`config.mk`:
```
export PLATFORM = sky130hd
export DESIGN_NAME = cbus_status_reg
export DESIGN_NICKNAME = d
export VERILOG_FILES = /design/src/rtl/cbus_stat_pkg.sv /design/src/rtl/cbus_grant_timer.sv /design/src/rtl/cbus_ctlq_track.sv /design/src/rtl/cbus_sticky_bank.sv /design/src/rtl/cbus_status_reg.sv
export SDC_FILE = /design/constraint.sdc
export NUM_CORES = 1
export LEC_CHECK = 0
export BUFFER_PORTS_ARGS = -buffer_cell sky130_fd_sc_hd__clkbuf_2
export CORE_MARGIN = 5
export CORE_UTILIZATION = 55
export CTS_CLUSTER_SIZE = 24
export DETAILED_ROUTE_END_ITERATION = 12
export PLACE_DENSITY = 0.79
export REMOVE_ABC_BUFFERS = 1
export SYNTH_ARGS = -nofsm -noshare
export SYNTH_HDL_FRONTEND = slang
export SYNTH_SLANG_ARGS = --single-unit
export TNS_END_PERCENT = 30
```
`constraint.sdc`:
```
create_clock -name clk -period 1.4 [get_ports clk]
set_clock_uncertainty 0.15 [all_clocks]
set_input_delay 0.14 -clock clk [delete_from_list [all_inputs] [get_ports clk]]
set_output_delay 0.14 -clock clk [all_outputs]
set_load 0.1 [all_outputs]
```
`src/rtl/cbus_stat_pkg.sv`:
```
package cbus_stat_pkg;
  localparam int REG_W   = 8;
  // status bit positions (MSB first order is part of the register contract)
  localparam int B_CRC   = 7;
  localparam int B_CQOVF = 6;
  localparam int B_CAV   = 5;
  localparam int B_SOC   = 4;
  localparam int B_SENT  = 3;
  localparam int B_NOGNT = 2;
  localparam int B_RSVD  = 1;
  localparam int B_OOVF  = 0;

  localparam logic [REG_W-1:0] RSVD_MASK = 8'h02;
  localparam logic [REG_W-1:0] CAV_MASK  = 8'h20;

  typedef enum logic [1:0] {
    A_STATUS = 2'd0,
    A_ENABLE = 2'd1,
    A_LIMIT  = 2'd2,
    A_CMD    = 2'd3
  } reg_addr_e;
endpackage

```
`src/rtl/cbus_grant_timer.sv`:
```
module cbus_grant_timer #(
  parameter int CNT_W = 8
) (
  input  logic             clk,
  input  logic             rst_n,
  input  logic             req,
  input  logic             gnt,
  input  logic             tick,
  input  logic [CNT_W-1:0] limit,
  output logic             timeout
);
  logic [CNT_W-1:0] cnt_q, cnt_d;
  logic             fired_q, fired_d;
  logic [CNT_W-1:0] lim_eff;
  logic             armed, hit;

  always_comb begin
    lim_eff = (limit == '0) ? CNT_W'(1) : limit;
    armed   = req && !gnt && !fired_q;
    hit     = armed && tick && (({1'b0, cnt_q} + 1'b1) >= {1'b0, lim_eff});
    timeout = hit;
  end

  always_comb begin
    cnt_d   = cnt_q;
    fired_d = fired_q;
    if (!req || gnt) begin
      cnt_d   = '0;
      fired_d = 1'b0;
    end else if (hit) begin
      cnt_d   = '0;
      fired_d = 1'b1;
    end else if (armed && tick) begin
      cnt_d   = cnt_q + 1'b1;
    end
  end

  always_ff @(posedge clk or negedge rst_n) begin
    if (!rst_n) begin
      cnt_q   <= '0;
      fired_q <= 1'b0;
    end else begin
      cnt_q   <= cnt_d;
      fired_q <= fired_d;
    end
  end

  p_once_r10: assert property (@(posedge clk) disable iff (!rst_n)
    timeout |=> !timeout);
  p_needs_tick_r9: assert property (@(posedge clk) disable iff (!rst_n)
    timeout |-> (tick && req && !gnt));
endmodule

```
`src/rtl/cbus_ctlq_track.sv`:
```
module cbus_ctlq_track #(
  parameter int DEPTH = 4,
  localparam int OCC_W = $clog2(DEPTH + 1)
) (
  input  logic             clk,
  input  logic             rst_n,
  input  logic             push,
  input  logic             ack,
  output logic             accept,
  output logic             overflow,
  output logic [OCC_W-1:0] occ
);
  logic [OCC_W-1:0] occ_q, occ_d;
  logic             pop_ok, room;

  always_comb begin
    pop_ok   = ack && (occ_q != '0);
    room     = (occ_q < OCC_W'(DEPTH)) || pop_ok;
    accept   = push && room;
    overflow = push && !room;
    occ_d    = occ_q;
    if (accept && !pop_ok)      occ_d = occ_q + 1'b1;
    else if (!accept && pop_ok) occ_d = occ_q - 1'b1;
  end

  always_ff @(posedge clk or negedge rst_n) begin
    if (!rst_n) occ_q <= '0;
    else        occ_q <= occ_d;
  end

  assign occ = occ_q;

  p_occ_bound_r3: assert property (@(posedge clk) disable iff (!rst_n)
    occ_q <= OCC_W'(DEPTH));
  p_ovf_holds_r3: assert property (@(posedge clk) disable iff (!rst_n)
    overflow |=> (occ_q == OCC_W'(DEPTH)));
endmodule

```
`src/rtl/cbus_sticky_bank.sv`:
```
module cbus_sticky_bank #(
  parameter int                W    = 8,
  parameter logic [W-1:0]      RSVD = '0
) (
  input  logic         clk,
  input  logic         rst_n,
  input  logic [W-1:0] set_vec,
  input  logic [W-1:0] clr_vec,
  output logic [W-1:0] status
);
  for (genvar i = 0; i < W; i++) begin : g_bit
    if (RSVD[i]) begin : g_rsvd
      assign status[i] = 1'b0;
    end else begin : g_live
      logic bit_q, bit_d;
      always_comb bit_d = set_vec[i] || (bit_q && !clr_vec[i]);
      always_ff @(posedge clk or negedge rst_n) begin
        if (!rst_n) bit_q <= 1'b0;
        else        bit_q <= bit_d;
      end
      assign status[i] = bit_q;

      p_set_wins_r7: assert property (@(posedge clk) disable iff (!rst_n)
        set_vec[i] |=> status[i]);
      p_sticky_r6: assert property (@(posedge clk) disable iff (!rst_n)
        (status[i] && !clr_vec[i]) |=> status[i]);
    end
  end
endmodule

```
`src/rtl/cbus_status_reg.sv`:
```
module cbus_status_reg
  import cbus_stat_pkg::*;
#(
  parameter int             CQ_DEPTH  = 4,
  parameter int             LIM_W     = 8,
  parameter logic [LIM_W-1:0] LIMIT_RST = 8'd4
) (
  input  logic             clk,
  input  logic             rst_n,
  input  logic             hdr_chk,
  input  logic [3:0]       hdr_crc_rx,
  input  logic [3:0]       hdr_crc_calc,
  input  logic             cq_push,
  input  logic             inlet_soc_err,
  input  logic             ctl_sent,
  input  logic             outlet_ovf,
  input  logic             bus_req,
  input  logic             bus_gnt,
  input  logic             frame_tick,
  input  logic             wr_en,
  input  logic [1:0]       addr,
  input  logic [REG_W-1:0] wdata,
  output logic [REG_W-1:0] rdata,
  output logic             irq
);
  localparam int OCC_W = $clog2(CQ_DEPTH + 1);

  // reset: asynchronous assert, synchronous release
  logic rst_meta_q, rst_sync_n;
  always_ff @(posedge clk or negedge rst_n) begin
    if (!rst_n) begin
      rst_meta_q <= 1'b0;
      rst_sync_n <= 1'b0;
    end else begin
      rst_meta_q <= 1'b1;
      rst_sync_n <= rst_meta_q;
    end
  end

  logic             wr_stat, wr_en_reg, wr_lim, ack;
  logic [REG_W-1:0] en_q, en_d;
  logic [LIM_W-1:0] lim_q, lim_d;
  logic [REG_W-1:0] set_vec, clr_vec, status;
  logic             cq_accept, cq_ovf, nognt_ev;
  logic [OCC_W-1:0] occ;

  always_comb begin
    wr_stat   = wr_en && (addr == A_STATUS);
    wr_en_reg = wr_en && (addr == A_ENABLE);
    wr_lim    = wr_en && (addr == A_LIMIT);
    ack       = wr_en && (addr == A_CMD) && wdata[0];
  end

  cbus_grant_timer #(.CNT_W(LIM_W)) u_timer (
    .clk     (clk),
    .rst_n   (rst_sync_n),
    .req     (bus_req),
    .gnt     (bus_gnt),
    .tick    (frame_tick),
    .limit   (lim_q),
    .timeout (nognt_ev)
  );

  cbus_ctlq_track #(.DEPTH(CQ_DEPTH)) u_ctlq (
    .clk      (clk),
    .rst_n    (rst_sync_n),
    .push     (cq_push),
    .ack      (ack),
    .accept   (cq_accept),
    .overflow (cq_ovf),
    .occ      (occ)
  );

  always_comb begin
    set_vec          = '0;
    set_vec[B_CRC]   = hdr_chk && (hdr_crc_rx != hdr_crc_calc);
    set_vec[B_CQOVF] = cq_ovf;
    set_vec[B_CAV]   = cq_accept;
    set_vec[B_SOC]   = inlet_soc_err;
    set_vec[B_SENT]  = ctl_sent;
    set_vec[B_NOGNT] = nognt_ev;
    set_vec[B_OOVF]  = outlet_ovf;
    clr_vec          = wr_stat ? (wdata & ~CAV_MASK) : '0;
    clr_vec[B_CAV]   = ack;
  end

  cbus_sticky_bank #(.W(REG_W), .RSVD(RSVD_MASK)) u_bits (
    .clk     (clk),
    .rst_n   (rst_sync_n),
    .set_vec (set_vec),
    .clr_vec (clr_vec),
    .status  (status)
  );

  always_comb begin
    en_d  = wr_en_reg ? wdata : en_q;
    lim_d = wr_lim ? wdata[LIM_W-1:0] : lim_q;
  end

  always_ff @(posedge clk or negedge rst_sync_n) begin
    if (!rst_sync_n) begin
      en_q  <= '0;
      lim_q <= LIMIT_RST;
    end else begin
      en_q  <= en_d;
      lim_q <= lim_d;
    end
  end

  always_comb begin
    irq = |(status & en_q);
    unique case (addr)
      A_STATUS: rdata = status;
      A_ENABLE: rdata = en_q;
      A_LIMIT:  rdata = REG_W'(lim_q);
      default:  rdata = REG_W'(occ);
    endcase
  end

  p_cav_ack_r4: assert property (@(posedge clk) disable iff (!rst_sync_n)
    (ack && !cq_accept) |=> !status[B_CAV]);
  p_cav_w1c_ignored_r4: assert property (@(posedge clk) disable iff (!rst_sync_n)
    (status[B_CAV] && !ack) |=> status[B_CAV]);
endmodule

```
==> flow_summary.ini, run 1 <==
[run_status]
status = finished, violations left
violations = negative setup slack

[setup_path]
critPathLaunchType = register
rrSetupSlack_ns = -1.16
setup.worst_path.end_class = register
worst_ep_required_time_ns = 1.42
critical_path_arrival_ns = 2.58
critPathKind = reg -> reg
worst_r2r_path_depth = 8
cp_max_fo = 5

[global_route]
grt_pass1_wl_um = 11970
first_global_vias = 2243
antenna_found_initial = 0
track_usage_pct = 31.32
grt-ovfl-total = 0
grt_max_degree = 36

[finish]
drive_gt1_share_pct = 53.92
final_cells = 342
post-route-util_pct = 90.74
regArea_um2 = 927.1
final_common_cell = buf_4
final_cell_mix = 53 x buf_4, 36 x dfrtp_1, 28 x clkbuf_2
finish.instance_area_um2 = 3322
nNetsFinal = 332
syn2layout_area_growth_pct = 60.81
multi_input_area_um2 = 1313
fillers = 122

[timing]
drv_slew = 0
fmax_ghz = 0.3906
min_period_ns = 2.560
rsz0062_at_grt = yes
setup_ws_ns = -1.160
tns_ns = -15.36
period_share_pct = 182.9
hold_slack_ns = 0.0003907
finalHoldViolCount = 0
setup_viol = 21

[drt]
via_per_inst = 6.506
dr.pass1.iters = 5
drtIter0Drc = 253
vias = 2225
antenna_left = 0
drc = 0
avgRoutedWirePerCell_um = 26.83
totalWireLength_um = 9177

[placed_design]
dpl.cell_count = 315
portBuffers = 37
dpl.hpwl_um = 4229
placed_cell_area_um2 = 2839
gp_congestion = 0.8356
pre_cts_ws_ns = -1.105

[synth]
synth-xor-area-share_pct = 5.088
synth_compound_area_share_pct = 14.42
synth-simple-area-share_pct = 11.69
synth_top_family_by_area = compound AO/OA/AOI/OAI gates
syn_area_um2 = 2066
synthArstFlopShare_pct = 100.0
synth_cell_type_count = 45
synth_edf_count = 0
synthAdderAreaFrac_pct = 7.026
synth_flop_cell = dfrtp_1
ys_warn_count = 0
syn_inst = 180
ys_ff_latch = 37
synthMuxAreaShare_pct = 14.42
postSynthAreaPerCell_um2 = 11.48
yosysSeqAreaShare_pct = 44.88

[cts]
cts_htree_levels = 2
numCtsBuffers = 5
root_buffer = clkbuf_8
clk-insertion-delay-late_ns = 0.31
cts_tree = done
clock_sinks = 37
clk_pin_slew_worst_paths_ns = 0.07
clk_path_buf_depth = 2

[die]
start_util_pct = 56.43
io_pins = 38
die_w_um = 71.29
core.rowCount = 22
dieHeight_um = 71.29
die-area_um2 = 5082
fp.coreArea_um2 = 3661

[power]
irDropWorstVdd_uv = 1256
finalPower_mw = 4.128
powerDensity_nw_per_um2 = 1243
leakagePower_nw = 1.589

[min_path]
hold_class = in -> async

[job]
cap_violations = 0
## synthesized netlist by cell type (all sizes together), types with 3 or more instances
cell type,number,share of area [%]
a22oi,3,1.1
o21ai,9,2.7
xor2,4,1.7
a22o,6,2.5
mux2i,5,2.4
a21o,8,2.9
a21boi,3,1.1
xnor2,8,3.4
ha,10,6.1
nor2,3,0.91
mux2,18,9.8
and3,3,0.97
nand2,21,3.9
inv,10,1.8
nand3,5,1.5
dfrtp,36,44
## registers in the layout, summed over array words and instances (netlist names)
register                   count
en_q                           8
rst_meta_q                     1
u_ctlq.occ                     3
u_bits.g_bit.g_live.bit_q      7
lim_q                          8
u_timer.cnt_q                  8
u_timer.fired_q                1
rst_sync_n                     1
## where the power goes
| group | internal [mW] | switching (mW) |
|---|---|---|
| Sequential | 1.24 | 0.178 |
| Clock | 0.355 | 0.412 |
| Combinational | 0.870 | 1.08 |
## area by class of cell
| type | count | share of cell area [%] |
|---|---|---|
| clock buffers | 8 | 2.411 |
| repair buffers | 107 | 27.16 |
| diodes | 1 | 0.07533 |
| well taps | 48 | 1.808 |
| flip-flops and latches | 37 | 27.91 |
| inverters | 10 | 1.130 |
| multi-input cells | 131 | 39.51 |
## layer usage
layer	vias to the layer above	global-route usage, %	part of all wire (%)
li1	878	-	-
met1	1055	35.88	32
met2	201	54.59	49
met3	91	6.872	8.3
met4	0	16.08	10
met5	-	0	0
## final timing paths
kind,end,startpoint
max in group asynchronous,lim_q[2]$_DFFE_PN1P_,rst_sync_n$_DFF_PN0_
min in group clk,u_timer.fired_q$_DFFE_PN0P_,bus_gnt
min,rst_meta_q$_DFF_PN0_,rst_n
min reg2reg,lim_q[0]$_DFFE_PN0P_,rst_sync_n$_DFF_PN0_
max reg2reg,u_bits.g_bit[2].g_live.bit_q$_DFF_PN0_,lim_q[4]$_DFFE_PN0P_
max,u_bits.g_bit[2].g_live.bit_q$_DFF_PN0_,lim_q[4]$_DFFE_PN0P_
## logic make-up (layout without fill, tap and decap cells)
kind of cell | count (synthesis) | in the layout
and+or+nand+nor | 45 | 45
AOI/OAI and AO/OA | 37 | 37
DFF | 37 | 37
muxes | 25 | 25
xor gates and xnor gates | 12 | 12
buffers and inverters | 12 | 125
adders and majority gates | 11 | 11
other | 1 | 2
## critical path, cell delays in order, from the launching register on
cell	delay [ns]
dfrtp_1	0.41
nor4_1	0.47
a41o_1	0.28
ha_1	0.24
nand2b_1	0.17
a31oi_2	0.25
o21ai_4	0.12
o21ai_0	0.23
nand2_1	0.11
## repair_timing
item / in CTS / in global routing
hold endpoints to repair: 22 / 0
setup endpoints to repair: 22 / 22
pin swaps: 19 / 9
hold buffers: 13 / 0
buffers inserted: 3 / 2
cloned: 0 / 0
gates resized for setup: 26 / 24
Note: power is estimated with default switching activity, not from simulation.
==> inputs of run 2 (changes only) <==
ABC_AREA = 1   (was unset)
==> flow_summary.ini, run 2 <==
[synth]
syn_inst = 260
ys_warn_count = 0
synth_cell_type_count = 30
yosysSeqAreaShare_pct = 44.27
ys_ff_latch = 37
synth.area.top_cells = dfrtp_1 43%, nand2_1 15%, inv_1 6.8%, ha_1 6.0%, o21ai_0 6.0%
yosysTopAreaCell = dfrtp_1
syn_area_um2 = 2095
synth_most_common_cell = nand2_1
postSynthAreaPerCell_um2 = 8.056
synthArstFlopShare_pct = 100.0
synth_flop_cell = dfrtp_1
synth_edf_count = 0
synth_top_area_share_pct = 43.01
netlist_top_cells_count = 83 x nand2_1, 38 x inv_1, 36 x dfrtp_1

[timing]
drv_slew = 0
setup_ws_ns = -0.9682
setup_viol = 22
rsz0062_at_grt = yes
min_period_ns = 2.368
hold_slack_ns = 0.05063
period_share_pct = 169.2
finalHoldViolCount = 0
fmax_ghz = 0.4223

[drt]
vias = 2704
avgRoutedWirePerCell_um = 22.97
totalWireLength_um = 9740
antenna_left = 0
drtIter0Drc = 304
dr.pass1.iters = 8
via_per_inst = 6.377
drc = 0

[setup_path]
critical_path_arrival_ns = 2.39
cp_max_fo = 5
cp_common_cell = nand2_2
rrSetupSlack_ns = -0.97
slowest_delay_ns = 0.42
r2r-end = u_bits.g_bit[2].g_live.bit_q$_DFF_PN0_
rr_startpoint = lim_q[7]$_DFFE_PN0P_
worst_ep_required_time_ns = 1.43
critPathKind = reg -> reg
critPathLaunchType = register
worst_r2r_path_depth = 15
cpLargestDelayFamily = simple AND/OR/NAND/NOR gates
cp_cell_sequence = inv_2, nand3_1, nor3_2, a31o_2, ha_1, inv_1, nand2_1, nand3_2, nand3_2, nand2_2, nand2_4, nand2_4, nand2_2, nand2_2, nand2_1
worst-path-buf-inv = 2
setup.worst_path.end_class = register
slowest_stage = dfrtp_1

[finish]
reg.largest.list = en_q x8, lim_q x8, u_timer.cnt_q x8
final_cell_mix = 78 x nand2_1, 50 x buf_4, 35 x dfrtp_1
drive_gt1_share_pct = 38.30
antenna_cells = 0
finish.instance_area_um2 = 3303
nNetsFinal = 415
syn2layout_area_growth_pct = 57.71
final_common_cell = nand2_1

[die]
fp.coreArea_um2 = 3689
die_w_um = 71.71
core.rowCount = 22
die-area_um2 = 5142
start_util_pct = 56.78
dieHeight_um = 71.71
io_pins = 38

[cts]
clk_pin_slew_worst_paths_ns = 0.07
cts_htree_levels = 2
clk_path_buf_depth = 2
clk-insertion-delay-late_ns = 0.30
cts_tree = done
numCtsBuffers = 5
root_buffer = clkbuf_8
clock_sinks = 37

[run_status]
violations = negative setup slack
status = finished, violations left

[global_route]
track_usage_pct = 32.13
antenna_found_initial = 0
grt-ovfl-total = 0
grt_max_degree = 36
first_global_vias = 2650
grt_pass1_wl_um = 12670

[power]
leakagePower_nw = 1.746
irDropWorstVdd_uv = 940.8
finalPower_mw = 3.959
powerDensity_nw_per_um2 = 1198

[placed_design]
gp_congestion = 0.8648
dpl.hpwl_um = 4244
portBuffers = 37
pre_cts_ws_ns = -0.7980
placed_cell_area_um2 = 2846

[job]
cap_violations = 0

[min_path]
hold_class = in -> async
==> run 2: where the power goes <==
group | total [mW] | internal [mW] | switching, mW
logic | 1.83 | 0.741 | 1.09
registers | 1.37 | 1.23 | 0.149
clock network | 0.751 | 0.345 | 0.406
total | 3.96 | 2.31 | 1.65
==> run 2: routing by layer <==
| layer | global-route usage, % | part of all wire, % | vias to the layer above |
|---|---|---|---|
| li1 | - | - | 1066 |
| met1 | 32.98 | 32 | 1226 |
| met2 | 56.33 | 47 | 296 |
| met3 | 8.836 | 12 | 116 |
| met4 | 21.92 | 9.4 | 0 |
| met5 | 0 | 0 | - |
==> run 2: cell families (layout without fill, tap and decap cells) <==
group	after synthesis	count (layout)	share of synthesized area [%]
AO/OA/AOI/OAI	42	42	11.71
XOR/XNOR	11	11	4.600
adder cells (fa/ha/maj)	11	11	6.930
buffers and inverters	41	156	7.407
flip-flops	37	37	44.27
multiplexers	1	1	0.5376
other	1	1	0.1790
AND/OR/NAND/NOR	116	117	24.37
==> run 2: area by class of cell <==
class / count / area, µm²
fillers: 142 / 385.4
clock buffers: 6 / 72.57
clock inverters: 2 / 10.01
repair buffers: 109 / 930.9
flip-flops and latches: 37 / 928.4
inverters: 39 / 146.4
multi-input cells: 183 / 1155
well taps: 48 / 60.06
==> run 2: worst max path at each step <==
| stage | slack (ns) | to | depth (start not counted) | start |
|---|---|---|---|---|
| 2_1_floorplan | -1.40 | rdata[2] | 2 | u_ctlq.occ[2]$_DFFE_PN0P_ |
| 3_3_place_gp | -0.66 | u_bits.g_bit[2].g_live.bit_q$_DFF_PN0_ | 14 | u_timer.cnt_q[0]$_DFFE_PN0P_ |
| 3_5_place_dp | -0.80 | u_bits.g_bit[2].g_live.bit_q$_DFF_PN0_ | 14 | u_timer.cnt_q[1]$_DFFE_PN0P_ |
| 4_1_cts | -0.73 | u_bits.g_bit[2].g_live.bit_q$_DFF_PN0_ | 14 | u_timer.cnt_q[1]$_DFFE_PN0P_ |
| 5_1_grt | -1.05 | u_timer.fired_q$_DFFE_PN0P_ | 15 | lim_q[7]$_DFFE_PN0P_ |
| 6_report | -0.97 | u_bits.g_bit[2].g_live.bit_q$_DFF_PN0_ | 15 | lim_q[7]$_DFFE_PN0P_ |
==> run 2: per-stage QoR <==
stage | std cells | util, % | TNS (ns)
6_report | 424 | 89.55 | -13.66
5_1_grt | 424 | 89.55 | -15.20
4_1_cts | 421 | 86.50 | -10.62
3_5_place_dp | 392 | 77.17 | -9.175
3_3_place_gp | 392 | 77.17 | -7.958
2_1_floorplan | 258 | - | -13.56
==> run 2: what timing repair did <==
item | CTS | global route
resized for setup | 21 | 22
gates cloned | 1 | 0
endpoints found under the hold margin | 19 | 0
hold buffers | 13 | 0
buffers inserted | 7 | 3
pin swaps | 15 | 14
setup endpoints to repair | 22 | 22
==> inputs of run 3 (changes only) <==
CORE_UTILIZATION = 57   (was 55)
PLACE_DENSITY = 0.8   (was 0.79)
SYNTH_HIERARCHICAL = 1   (was unset)
clock period = 2.2 ns   (was 1.4 ns; I/O delays follow)
==> flow_summary.ini, run 3 <==
[die]
io_pins = 38
die-area_um2 = 5648
start_util_pct = 59.64
die_w_um = 75.16
core.rowCount = 23
dieHeight_um = 75.16
fp.coreArea_um2 = 4058

[setup_path]
worst_ep_required_time_ns = 2.23
rr_startpoint = u_timer/cnt_q[0]$_DFFE_PN0P_
cp-startpoint = u_timer/cnt_q[0]$_DFFE_PN0P_
cp-endpoint = u_timer/cnt_q[2]$_DFFE_PN0P_
critPathLaunchType = register
rrSetupSlack_ns = -0.06
r2r-end = u_timer/cnt_q[2]$_DFFE_PN0P_
critical_path_arrival_ns = 2.29
critPathKind = reg -> reg
worst_r2r_path_depth = 15
cp_max_fo = 5
setup.worst_path.end_class = register

[power]
seq_power_share_pct = 42.4
powerDensity_nw_per_um2 = 709.2
comb_power_share_pct = 34.7
irDropWorstVdd_uv = 515.2
clockPowerShare_pct = 23.0
internal_power_mw = 1.213
leakagePower_nw = 1.636
switchingPower_uw = 857.0
switching_share_pct = 41.40

[cts]
clk-insertion-delay-late_ns = 0.30
clock_sinks = 37
numCtsBuffers = 5
root_buffer = clkbuf_8
cts_htree_levels = 2
cts_tree = done
clk_pin_slew_worst_paths_ns = 0.08
clk_path_buf_depth = 2

[finish]
drive_gt1_share_pct = 30.61
antenna_cells = 0
post-route-util_pct = 71.94
nNetsFinal = 418
multi_input_area_um2 = 1289
regArea_um2 = 929.6
finish.instance_area_um2 = 2919
final_cells = 429
syn2layout_area_growth_pct = 20.63
fillers = 312
reg.largest.list = en_q x8, lim_q x8, u_timer/cnt_q x8
final_common_cell = nand2_1
final_cell_mix = 112 x nand2_1, 55 x inv_1, 37 x clkbuf_2

[drt]
drc = 0
vias = 2208
antenna_left = 0
drtIter0Drc = 187
totalWireLength_um = 5761
avgRoutedWirePerCell_um = 13.43
via_per_inst = 5.147
dr.pass1.iters = 5

[timing]
fmax_ghz = 0.4425
drv_slew = 0
min_period_ns = 2.260
period_share_pct = 102.7
setup_viol = 10
setup_ws_ns = -0.05994
worstMarginPinSlew_ns = 0.5534
rsz0062_at_grt = yes
relSlewSlack_pct = 63.07
finalHoldViolCount = 0

[synth]
ys_warn_count = 6
syn_area_um2 = 2420
postSynthAreaPerCell_um2 = 7.355
syn_inst = 329

[job]
cap_violations = 0

[global_route]
grt-ovfl-total = 0
grt_max_degree = 36
grt_pass1_wl_um = 8556
track_usage_pct = 20.09
first_global_vias = 1965
antenna_found_initial = 0

[placed_design]
dpl.cell_count = 412
placed_cell_area_um2 = 2626
dpl.hpwl_um = 3872
gp_congestion = 0.8859
portBuffers = 37
pre_cts_ws_ns = -0.09491

[min_path]
hp-start = wdata[5]
hold_class = in -> reg

[run_status]
violations = negative setup slack
status = finished, violations left
[run 3: what timing repair did]
item	4_1_cts	5_1_grt
endpoints found under the hold margin	5	0
resized for setup	5	26
hold buffers	4	0
endpoints found under the setup margin	10	10
pin swaps	4	15
buffers inserted	3	1
cloned	1	0
[run 3: area by class of cell]
cell class / instances / area share [%]
multi-input combinational: 217 / 44.15
sequential: 37 / 31.85
timing repair buffer: 52 / 10.54
inverter: 65 / 8.487
clock buffer: 6 / 2.486
tap: 50 / 2.143
clock inverter: 2 / 0.3429
[run 3: metrics by stage]
step | setup TNS (ns) | hold slack, ns | total power, mW
2_1_floorplan | 0 | -0.2256 | 1.423
3_3_place_gp | -0.006560 | -0.1434 | 1.557
3_5_place_dp | -0.6208 | -0.1427 | 1.575
4_1_cts | 0 | 0.04190 | 2.051
5_1_grt | -1.566 | 0.05462 | 2.177
6_report | -0.4652 | 0.03597 | 2.070
[run 3: worst max-delay path, stage by stage (launching register included)]
cell and delay [ns]:
dfrtp_2 0.43, ha_4 0.19, nand3_4 0.10, xnor2_2 0.17, ha_1 0.29, nand2_1 0.07, inv_2 0.08, nand3_2 0.08
nand3_2 0.07, nand2_1 0.05, nand2_1 0.05, nand2_1 0.07, nand2_2 0.12, nand2_4 0.08, nand3_1 0.07, nand2_1 0.06
[run 3: worst min path at each step]
stage | cells after the start | endpoint | slack, ns
global route | 3 | lim_q[5]$_DFFE_PN0P_ | 0.05
CTS | 3 | lim_q[5]$_DFFE_PN0P_ | 0.04
global placement | 1 | rst_meta_q$_DFF_PN0_ | -0.14
finish | 3 | lim_q[5]$_DFFE_PN0P_ | 0.04
floorplan | 0 | rst_meta_q$_DFF_PN0_ | -0.23
detailed placement | 1 | rst_sync_n$_DFF_PN0_ | -0.14
[run 3: power groups by stage]
stage	clock (mW)	sequential, mW	combinational, mW
floorplan	0	0.869	0.555
global placement	0	0.880	0.677
detailed placement	0	0.885	0.690
CTS	0.477	0.872	0.701
global route	0.502	0.892	0.783
finish	0.475	0.877	0.718
[run 3: metal layers]
layer  vias up  track usage (%)  wire length, µm  share of wire, %
met5         -                0                0                 0
met4         0            7.184              129               2.2
met3        13            4.272              460               8.0
met2        94            32.40             2765                48
met1      1014            26.80             2406                42
li1       1087                -                -                 -
